## config.mk

```make
export PLATFORM = sky130hd
export DESIGN_NAME = i2c_submaster
export DESIGN_NICKNAME = d
export VERILOG_FILES = /design/src/rtl/i2csm_pkg.sv /design/src/rtl/i2csm_phy.sv /design/src/rtl/i2csm_seq.sv /design/src/rtl/i2c_submaster.sv
export SDC_FILE = /design/constraint.sdc
export NUM_CORES = 1
export LEC_CHECK = 0
export BUFFER_PORTS_ARGS = -buffer_cell sky130_fd_sc_hd__buf_4
export CAP_MARGIN = 25
export CELL_PAD_IN_SITES_DETAIL_PLACEMENT = 1
export CELL_PAD_IN_SITES_GLOBAL_PLACEMENT = 2
export CORE_ASPECT_RATIO = 1.1
export CORE_MARGIN = 8
export CORE_UTILIZATION = 36
export DETAILED_ROUTE_END_ITERATION = 8
export PLACE_DENSITY = 0.79
export SETUP_SLACK_MARGIN = 0.5
export SYNTH_ARGS = -nofsm -noshare
export SYNTH_HDL_FRONTEND = slang
export SYNTH_HIERARCHICAL = 1
export SYNTH_SLANG_ARGS = --single-unit
```

## constraint.sdc

```tcl
create_clock -name clk -period 2.5 [get_ports clk]
set_clock_uncertainty 0.05 [all_clocks]
set_input_delay 0.5 -clock clk [delete_from_list [all_inputs] [get_ports clk]]
set_output_delay 0.5 -clock clk [all_outputs]
set_load 0.03 [all_outputs]
```

## src/rtl/i2csm_pkg.sv

```systemverilog
package i2csm_pkg;
  typedef enum logic [1:0] {OP_START, OP_STOP, OP_BYTE} engOp_e;

  // Strobes from the sequencer to the bit engine.
  typedef struct packed {
    logic       go;
    engOp_e     op;
    logic [8:0] txWord;   // eight data bits then the ninth (acknowledge) slot
  } engCmd_t;

  typedef enum logic [1:0] {SHAPE_PLAIN = 2'd0, SHAPE_SUB = 2'd1, SHAPE_COMB = 2'd2} shape_e;

  localparam logic [2:0] RA_MODE = 3'd0;
  localparam logic [2:0] RA_CTRL = 3'd1;
  localparam logic [2:0] RA_STAT = 3'd2;
  localparam logic [2:0] RA_ISR  = 3'd3;
  localparam logic [2:0] RA_IER  = 3'd4;
  localparam logic [2:0] RA_ADDR = 3'd5;
  localparam logic [2:0] RA_SUB  = 3'd6;
  localparam logic [2:0] RA_DATA = 3'd7;
endpackage

```

## src/rtl/i2csm_phy.sv

```systemverilog
module i2csm_phy
  import i2csm_pkg::*;
#(
  parameter int DIV_Q = 4
) (
  input  logic       clk,
  input  logic       rstN,
  input  engCmd_t    cmd,
  input  logic [1:0] rateSel,
  input  logic       sdaIn,
  output logic       busy,
  output logic       done,
  output logic [8:0] rxWord,
  output logic       sclOe,
  output logic       sdaOe
);
  localparam int CNT_W = $clog2(DIV_Q * 4) + 1;

  logic             busyQ, doneQ, holdScl, holdSda, lowScl, lowSda;
  engOp_e           opQ;
  logic [1:0]       phase, shamt, sdaSync;
  logic [3:0]       bitIdx;
  logic [8:0]       txSh, rxSh;
  logic [CNT_W-1:0] divCnt, qLimit;

  assign shamt  = (rateSel == 2'd0) ? 2'd0 : (rateSel == 2'd1) ? 2'd1 : 2'd2;
  assign qLimit = (CNT_W'(DIV_Q) << shamt) - CNT_W'(1);

  // Line levels per symbol phase; 1 means pull low.
  always_comb begin
    lowScl = 1'b0;
    lowSda = 1'b0;
    case (opQ)
      OP_START: case (phase)
        2'd0: lowScl = 1'b1;
        2'd1: ;
        2'd2: lowSda = 1'b1;
        default: begin lowScl = 1'b1; lowSda = 1'b1; end
      endcase
      OP_STOP: case (phase)
        2'd0: begin lowScl = 1'b1; lowSda = 1'b1; end
        2'd1: lowSda = 1'b1;
        default: ;
      endcase
      default: begin
        lowSda = !txSh[8];
        lowScl = (phase == 2'd0) || (phase == 2'd3);
      end
    endcase
  end

  always_ff @(posedge clk or negedge rstN) begin
    if (!rstN) begin
      busyQ <= 1'b0; doneQ <= 1'b0; opQ <= OP_START; phase <= 2'd0;
      bitIdx <= 4'd0; txSh <= '0; rxSh <= '0; divCnt <= '0;
      sdaSync <= 2'b11; holdScl <= 1'b0; holdSda <= 1'b0;
    end else begin
      doneQ   <= 1'b0;
      sdaSync <= {sdaSync[0], sdaIn};
      if (busyQ) begin
        holdScl <= lowScl;
        holdSda <= lowSda;
      end
      if (!busyQ && cmd.go) begin
        busyQ <= 1'b1; opQ <= cmd.op; txSh <= cmd.txWord;
        phase <= 2'd0; bitIdx <= 4'd0; divCnt <= '0;
      end else if (busyQ) begin
        if (divCnt == qLimit) begin
          divCnt <= '0;
          if (phase == 2'd2 && opQ == OP_BYTE) rxSh <= {rxSh[7:0], sdaSync[1]};
          if (phase == 2'd3) begin
            if (opQ == OP_BYTE && bitIdx != 4'd8) begin
              bitIdx <= bitIdx + 4'd1;
              txSh   <= {txSh[7:0], 1'b1};
              phase  <= 2'd0;
            end else begin
              busyQ <= 1'b0;
              doneQ <= 1'b1;
            end
          end else begin
            phase <= phase + 2'd1;
          end
        end else begin
          divCnt <= divCnt + CNT_W'(1);
        end
      end
    end
  end

  assign busy   = busyQ;
  assign done   = doneQ;
  assign rxWord = rxSh;
  assign sclOe  = busyQ ? lowScl : holdScl;
  assign sdaOe  = busyQ ? lowSda : holdSda;

  // data bits settle only while SCL is held low
  a_r12_sda_steady: assert property (@(posedge clk) disable iff (!rstN)
    (busyQ && opQ == OP_BYTE && !sclOe) |=> (sclOe || $stable(sdaOe)));

  // every symbol spans several clocks, so completion is a single pulse
  a_r1_done_single: assert property (@(posedge clk) disable iff (!rstN)
    doneQ |=> !doneQ);
endmodule

```

## src/rtl/i2csm_seq.sv

```systemverilog
module i2csm_seq
  import i2csm_pkg::*;
#(
  parameter int CHAN_W = 4
) (
  input  logic              clk,
  input  logic              rstN,
  input  logic              wrEn,
  input  logic [2:0]        regAddr,
  input  logic [7:0]        wrData,
  output logic [7:0]        rdData,
  output logic              irq,
  input  logic              engBusy,
  input  logic              engDone,
  input  logic [8:0]        engRx,
  output engCmd_t           cmd,
  output logic [1:0]        rateSel,
  output logic [CHAN_W-1:0] chanSel
);
  typedef enum logic [3:0] {
    S_IDLE, S_START, S_ADDR1, S_SUB, S_RSTART, S_ADDR2, S_HOLD, S_XFER, S_STOP
  } seqSt_e;

  seqSt_e     st, stNext;
  logic [7:0] modeReg, addrReg, subReg, dataRx;
  logic [2:0] isr, ier, isrClr, setVec;
  logic       ackEn, stopPend, lastAck;
  logic       wrCtrl, startReq, fetchReq, dataWr, isRead, nack;
  shape_e     shape;

  assign wrCtrl   = wrEn && regAddr == RA_CTRL;
  assign startReq = wrCtrl && wrData[0];
  assign fetchReq = wrCtrl && wrData[3];
  assign dataWr   = wrEn && regAddr == RA_DATA;
  assign isrClr   = (wrEn && regAddr == RA_ISR) ? wrData[2:0] : 3'b000;
  assign shape    = shape_e'(modeReg[3:2]);
  assign isRead   = addrReg[0];
  assign nack     = engRx[0];

  always_comb begin
    stNext = st;
    cmd    = '0;
    setVec = 3'b000;
    case (st)
      S_IDLE: if (startReq) begin
        cmd.go = 1'b1; cmd.op = OP_START; stNext = S_START;
      end
      S_START: if (engDone) begin
        cmd.go = 1'b1; cmd.op = OP_BYTE;
        cmd.txWord = {addrReg[7:1], (shape == SHAPE_COMB) ? 1'b0 : addrReg[0], 1'b1};
        stNext = S_ADDR1;
      end
      S_ADDR1: if (engDone) begin
        if (nack || shape == SHAPE_PLAIN) begin
          setVec[0] = 1'b1; stNext = S_HOLD;
        end else begin
          cmd.go = 1'b1; cmd.op = OP_BYTE; cmd.txWord = {subReg, 1'b1}; stNext = S_SUB;
        end
      end
      S_SUB: if (engDone) begin
        if (nack || shape == SHAPE_SUB) begin
          setVec[0] = 1'b1; stNext = S_HOLD;
        end else begin
          cmd.go = 1'b1; cmd.op = OP_START; stNext = S_RSTART;
        end
      end
      S_RSTART: if (engDone) begin
        cmd.go = 1'b1; cmd.op = OP_BYTE; cmd.txWord = {addrReg, 1'b1}; stNext = S_ADDR2;
      end
      S_ADDR2: if (engDone) begin
        setVec[0] = 1'b1; stNext = S_HOLD;
      end
      S_HOLD: begin
        if (stopPend) begin
          cmd.go = 1'b1; cmd.op = OP_STOP; stNext = S_STOP;
        end else if (dataWr && !isRead) begin
          cmd.go = 1'b1; cmd.op = OP_BYTE; cmd.txWord = {wrData, 1'b1}; stNext = S_XFER;
        end else if (fetchReq && isRead) begin
          cmd.go = 1'b1; cmd.op = OP_BYTE; cmd.txWord = {8'hFF, !wrData[1]}; stNext = S_XFER;
        end
      end
      S_XFER: if (engDone) begin
        setVec[1] = 1'b1; stNext = S_HOLD;
      end
      S_STOP: if (engDone) begin
        setVec[2] = 1'b1; stNext = S_IDLE;
      end
      default: stNext = S_IDLE;
    endcase
  end

  always_ff @(posedge clk or negedge rstN) begin
    if (!rstN) begin
      st <= S_IDLE; modeReg <= '0; addrReg <= '0; subReg <= '0; dataRx <= '0;
      isr <= '0; ier <= '0; ackEn <= 1'b0; stopPend <= 1'b0; lastAck <= 1'b0;
    end else begin
      st  <= stNext;
      isr <= (isr & ~isrClr) | setVec;
      if (wrEn && regAddr == RA_MODE) modeReg <= wrData;
      if (wrEn && regAddr == RA_IER)  ier     <= wrData[2:0];
      if (wrEn && regAddr == RA_ADDR) addrReg <= wrData;
      if (wrEn && regAddr == RA_SUB)  subReg  <= wrData;
      if (wrCtrl) ackEn <= wrData[1];
      if (wrCtrl && wrData[2])                 stopPend <= 1'b1;
      else if (st == S_IDLE || st == S_HOLD)   stopPend <= 1'b0;
      if (engDone && (st inside {S_ADDR1, S_SUB, S_ADDR2} || (st == S_XFER && !isRead)))
        lastAck <= !engRx[0];
      if (engDone && st == S_XFER && isRead) dataRx <= engRx[8:1];
    end
  end

  always_comb begin
    case (regAddr)
      RA_MODE: rdData = modeReg;
      RA_CTRL: rdData = {6'd0, ackEn, 1'b0};
      RA_STAT: rdData = {6'd0, st != S_IDLE, lastAck};
      RA_ISR:  rdData = {5'd0, isr};
      RA_IER:  rdData = {5'd0, ier};
      RA_ADDR: rdData = addrReg;
      RA_SUB:  rdData = subReg;
      default: rdData = dataRx;
    endcase
  end

  assign irq     = |(isr & ier);
  assign rateSel = modeReg[1:0];
  assign chanSel = modeReg[4 +: CHAN_W];

  // a new symbol is only requested of an idle engine
  a_r1_go_when_idle: assert property (@(posedge clk) disable iff (!rstN)
    cmd.go |-> !engBusy);

  // a flag not cleared by software survives to the next cycle
  a_r9_flag_sticky: assert property (@(posedge clk) disable iff (!rstN)
    1'b1 |=> ((isr & $past(isr & ~isrClr)) == $past(isr & ~isrClr)));

  // a hardware set is visible next cycle even with a clear in flight
  a_r11_set_wins: assert property (@(posedge clk) disable iff (!rstN)
    (|setVec) |=> ((isr & $past(setVec)) == $past(setVec)));
endmodule

```

## src/rtl/i2c_submaster.sv

```systemverilog
module i2c_submaster
  import i2csm_pkg::*;
#(
  parameter int DIV_Q  = 4,
  parameter int CHAN_W = 4
) (
  input  logic              clk,
  input  logic              rstN,
  input  logic              wrEn,
  input  logic [2:0]        regAddr,
  input  logic [7:0]        wrData,
  output logic [7:0]        rdData,
  output logic              irq,
  output logic [CHAN_W-1:0] chanSel,
  output logic              sclOe,
  output logic              sdaOe,
  input  logic              sdaIn
);
  engCmd_t    cmd;
  logic       engBusy, engDone;
  logic [8:0] engRx;
  logic [1:0] rateSel;

  i2csm_seq #(.CHAN_W(CHAN_W)) seq_i (
    .clk(clk), .rstN(rstN), .wrEn(wrEn), .regAddr(regAddr), .wrData(wrData),
    .rdData(rdData), .irq(irq), .engBusy(engBusy), .engDone(engDone),
    .engRx(engRx), .cmd(cmd), .rateSel(rateSel), .chanSel(chanSel)
  );

  i2csm_phy #(.DIV_Q(DIV_Q)) phy_i (
    .clk(clk), .rstN(rstN), .cmd(cmd), .rateSel(rateSel), .sdaIn(sdaIn),
    .busy(engBusy), .done(engDone), .rxWord(engRx), .sclOe(sclOe), .sdaOe(sdaOe)
  );
endmodule

```

======== After elaboration in Yosys (flattened, before gate mapping) ========
Index checks and enable logic that the tools add are counted.
word-level totals
  register bits after elaboration ......... 82
  bits in latches ......................... 0
  memory bits (writable) .................. 0
  memory bits (read-only) ................. 0
  input port bits ......................... 15
  output and inout port bits .............. 15
  word-level logic and storage cells ...... 192
  memories kept ........................... 0
operators by class
  $add $sub $neg .......................... 4
  multipliers ............................. 0
  div/mod/pow operators ................... 0
  $lt $le $gt $ge ......................... 0
  eq/ne operators ......................... 34
  shifts and indexed selects .............. 1
  multiplexer cells ....................... 77
  bitwise logic cells ..................... 5
  reduce and logical (&&, ||, !) cells .... 50
operators with widths
  kind                number
  $mux 12             6
  $mux 4              15
  $pmux 8 s7          1
  $mux 9              6
  $pmux 9 s4          1
  $pmux 4 s8          1
  $mux 1              26
  $logic_and 1x1->1   19
  $mux 3              6
  $pmux 3 s6          1
  $eq 4x3->1 const B  4
  $mux 2              8
  $mux 5              3
  $ne 2x1->1 const B  7
  $eq 3x3->1 const B  4
  $reduce_bool 2->1   5
  $eq 2x1->1 const B  4
  $eq 2x2->1 const B  4
  $eq 4x2->1 const B  2
  $logic_not 2->1     4
  $reduce_and 4->1    2
  $reduce_and 8->1    1
  $and 3x3->3         2
  $eq 3x2->1 const B  2
  other kinds (26)    37

======== Longest topological paths before layout ========
  depth in word-level cells ............... 11
  mapped depth ............................ 9

======== By module ========
The synthesis kept the hierarchy.
modules (own cells, without submodules)
  module     instances  cells an instance  area an instance (um^2)  sequential area each (um^2)
  i2csm_seq  1          269                2727.6                   1126.1
  i2csm_phy  1          157                1767.9                   928.4

======== Least setup slack after synthesis ========
No wires, ideal clock.
  path kind ............................... reg2reg
  start ................................... register seq_i.st[3]
  end ..................................... register phy_i.opQ[0]
  arrival time ............................ 2293 ps
  required time ........................... 2325 ps
  slack ................................... 32 ps
  cell stages (with the launch flop) ...... 9
  period minus slack after synthesis ...... 2468 ps
  cell sequence ........................... dfrtp_1 > clkbuf_1 > nand4bb_1 > nor4_2 > nor2_1 > o2111ai_1 > nor2b_1 > clkbuf_1 > mux2_2
RTL lines
  element                 line             RTL
  from (decl)             i2csm_seq.sv:24  seqSt_e st, stNext;
  from (signal assigned)  i2csm_seq.sv:97  st <= stNext;
  to (signal assigned)    i2csm_phy.sv:54  busyQ <= 1'b0; doneQ <= 1'b0; opQ <= OP_START; phase <= 2'd0;
  to (signal assigned)    i2csm_phy.sv:65  busyQ <= 1'b1; opQ <= cmd.op; txSh <= cmd.txWord;
  to (decl)               i2csm_phy.sv:20  engOp_e opQ;

======== Worst setup path in the final report ========
  start ................................... register seq_i.st[2]
  end ..................................... output port rdData[1]
between the ends
  word-level cells in the longest chain between the ends .. 2
ends and longest elaborated chain
  element            line                 RTL
  $reduce_bool 4->1  i2csm_seq.sv:116     RA_STAT: rdData = {6'd0, st != S_IDLE, lastAck};
  $pmux 8 s7         i2csm_seq.sv:113     case (regAddr)
  to (decl)          i2c_submaster.sv:12  output logic [7:0] rdData,
Every way passes these cells.

==> results.py <==
metrics = {
    "timing": {
        "finalCriticalPeriod_ps": 2720,
        "worst_slew_pin_slew_ps": 677,
        "setup_violations": 1,
        "maxSlewHeadroom": 0.545,
        "hold_violations": 0,
        "fmax_ghz": 0.367,
        "finalWorstSetupSlack_ps": -223,
        "period_share": 1.09,
        "tns_ps": -223,
        "drv_slew": 0,
        "rsz0062_at_grt": "true",
    },
    "floorplan": {
        "core-area_sq_um": 12400,
        "initial_core_util": 0.362,
        "placementRows": 43,
        "io-pin-count": 30,
        "die_area_sq_um": 16300,
        "die_h_um": 133,
        "die_w_um": 123,
    },
    "detailed_routing": {
        "dr.pass1.iters": 5,
        "num_vias": 3722,
        "drt_wl_total_mm": 14.1,
        "drc": 0,
        "met3_length_um": 347,
        "wl_met2_mm": 7.53,
        "drtIter0Drc": 189,
        "wirelength_met1_mm": 5.79,
        "viasPerCell": 5.64,
        "routedWlPerCell_um": 21.4,
        "highest_layer": "met4",
        "ant_nets": 0,
    },
    "placed_design": {
        "hpwl_mm": 8.58,
        "routabilityCongestion": 0.776,
        "port_buffers": 29,
        "place_worst_setup_slack_ps": 83.8,
    },
    "setup_path": {
        "endpoint_kind": "primary output",
        "cp-start-kind": "flip-flop",
        "critPathRequiredTime_ps": 1950,
        "critical_path_class": "flip-flop to primary output",
        "cp_cell_sequence": "or4_4 -> mux4_2 -> mux2_4 -> buf_6",
        "cp_max_fo": 2,
        "worstPathArrival_ps": 2170,
        "crit_slowest_cell": "or4_4",
        "worst_path_largest_cell_delay_ps": 560,
    },
    "logic_synthesis": {
        "avgSynthCellArea_sq_um": 10.6,
        "yosysMostFrequentCell": "dfrtp_1",
        "synth-edff-count": 0,
        "syn-instance-count": 426,
        "yosys.area.top_type": "dfrtp_1",
        "syn_nets": 448,
        "ys_types": 64,
        "synth_seq_area_share": 0.457,
        "synth_common_cells": "80 x dfrtp_1, 40 x mux2_2, 28 x nor2_1",
        "synth_top_area_frac": 0.445,
        "synthArstFlopShare": 1.00,
        "ys_top_cells_by_area": "dfrtp_1 45%, mux2_2 10%, a21oi_1 2.8%, o21ai_0 2.8%, mux2_1 2.5%",
        "synth-seq-cells": 82,
        "syn_area_sq_um": 4500,
        "ys_warn_count": 6,
        "ys.flop_type": "dfrtp_1",
    },
    "outcome": {
        "outcome": "complete, but fails checks",
        "failed_checks": "setup timing",
    },
    "cts": {
        "clk_pin_slew_ps": 60,
        "ctsHoldBuffers": 0,
        "cts_buffers": 9,
        "clkLatencyLatePin_ps": 340,
        "clock-root-buffer": "clkbuf_16",
        "cts_sinks": 82,
        "htreeDepth": 3,
        "clock_path_buffers": 2,
        "cts_tree": "built",
    },
    "global_routing": {
        "antenna_found_initial": 0,
        "grt_max_degree": 45,
        "overflow": 0,
        "grt_pass1_vias": 4097,
        "grt_usage": 0.170,
        "grt_pass1_wl_mm": 21.9,
    },
    "pwr": {
        "p_leak_nw": 2.68,
        "max-vdd-ir-drop_mv": 0.426,
        "power_density_nw_per_um2": 835,
    },
    "worst_hold_path": {
        "min_path_type": "primary input to asynchronous set/reset pin",
    },
    "final_layout": {
        "n_fill_cell": 1283,
        "nNetsFinal": 520,
        "layout-drive-gt1-share": 0.513,
        "diodes": 0,
        "area_growth_pct": 39.6,
    },
    "run": {
        "maxCapViolCount": 0,
    },
}
area by class of cell:
type                       count  area [sq um]  area share
clock buffer                   9           225      0.0359
clock inverter                 7          53.8     0.00857
inverter                      14          52.6     0.00837
multi-input combinational    302          2740       0.437
sequential                    82          2060       0.328
tap                          157           196      0.0313
timing repair buffer          89           948       0.151
cells in the final DEF (no fill, tap or decap), types with 4 or more instances in the layout:
cell type  Yosys  final
o21ai_1        0     10
nand4_1        4      4
and2_1        11     10
and4bb_2       4      4
inv_1         14     12
mux2_2        40     37
a221o_1        8      8
nand3_1       18     15
buf_6          2     24
buf_4          8     52
nor2b_1        7      4
a22oi_1        7      7
a21oi_4        0      5
mux2_4         1     14
ha_1           7      5
buf_12         0      8
nor2_4         0      5
o21ai_2        9     16
nor2_2         0      8
dfrtp_1       80     75
nor2_1        28     15
o21ai_0       25      7
clkbuf_16      0     10
a21oi_2        0     17
o211ai_1       6      6
nand2b_1       6      5
nand2_1       26     20
a21oi_1       25      4
dfrtp_2        0      5
stage by stage:
stage                     power, W   util  std cells  instance area (sq um)  hold slack [ps]
after floorplan            0.00291      -        426                   4650              154
after global placement     0.00332  0.406        605                   5040              296
after detailed placement   0.00339  0.406        605                   5040              299
after CTS                  0.00494  0.465        643                   5780              123
after global routing       0.00552  0.505        660                   6280              153
final                      0.00524  0.505        660                   6280              102
critical path, delay by kind of cell, from the launching register on:
kind | cells | cell delay, ps
simple gates | 1 | 560
buf+inv | 1 | 140
mux | 2 | 750
flops | 1 | 380
registers in the layout (all words and copies together), names as in the netlist, 2 cells and up:
name / count
phy_i/bitIdx: 4
phy_i/divCnt: 5
phy_i/opQ: 2
phy_i/phase: 2
phy_i/rxWord: 9
phy_i/sdaSync: 2
phy_i/txSh: 9
seq_i/addrReg: 8
seq_i/dataRx: 8
seq_i/ier: 3
seq_i/isr: 3
seq_i/modeReg: 8
seq_i/st: 4
seq_i/subReg: 8
power by group:
part / switching [W] / total (W) / internal, W
registers: 0.000311 / 0.00194 / 0.00163
logic: 0.00103 / 0.00205 / 0.00101
clock network: 0.000576 / 0.00126 / 0.000680
total: 0.00192 / 0.00524 / 0.00332
final timing paths:
kind	depth (start not counted)	slack [ps]	endpoint	startpoint
worst max-delay path	4	-220	rdData[1]	seq_i/st[2]$_DFFE_PN0P_
worst min-delay path	1	100	phy_i/divCnt[4]$_DFFE_PN0P_	rstN
worst max register to register	10	200	phy_i/txSh[6]$_DFFE_PN0P_	seq_i/st[3]$_DFFE_PN0P_
worst min register to register	0	310	phy_i/sdaSync[1]$_DFF_PN1_	phy_i/sdaSync[0]$_DFF_PN1_
max in group asynchronous	2	1660	seq_i/addrReg[0]$_DFFE_PN0P_	rstN
min in group clk	1	210	phy_i/sdaSync[0]$_DFF_PN1_	sdaIn
logic make-up (layout without fill, tap and decap cells):
| family | Yosys count | after routing | share of synthesized area |
|---|---|---|---|
| AO/OA/AOI/OAI | 110 | 111 | 0.169 |
| XOR/XNOR | 4 | 4 | 0.00779 |
| adder cells (fa/ha/maj) | 7 | 7 | 0.0195 |
| buffers and inverters | 43 | 119 | 0.0481 |
| flip-flops | 82 | 82 | 0.457 |
| multiplexers | 55 | 55 | 0.143 |
| AND/OR/NAND/NOR | 125 | 125 | 0.155 |
layer usage:
metal | up-vias | track usage
met2 | 75 | 0.297
li1 | 1720 | -
met3 | 29 | 0.0237
met1 | 1898 | 0.202
met5 | - | 0
met4 | 0 | 0.0712
repair_timing:
item | in CTS | in global routing
gates resized for setup | 67 | 91
pin swaps | 18 | 16
setup endpoints to repair | 44 | 53
gates cloned | 4 | 3
buffers inserted | 18 | 14
Note: power is estimated with default switching activity, not from simulation.
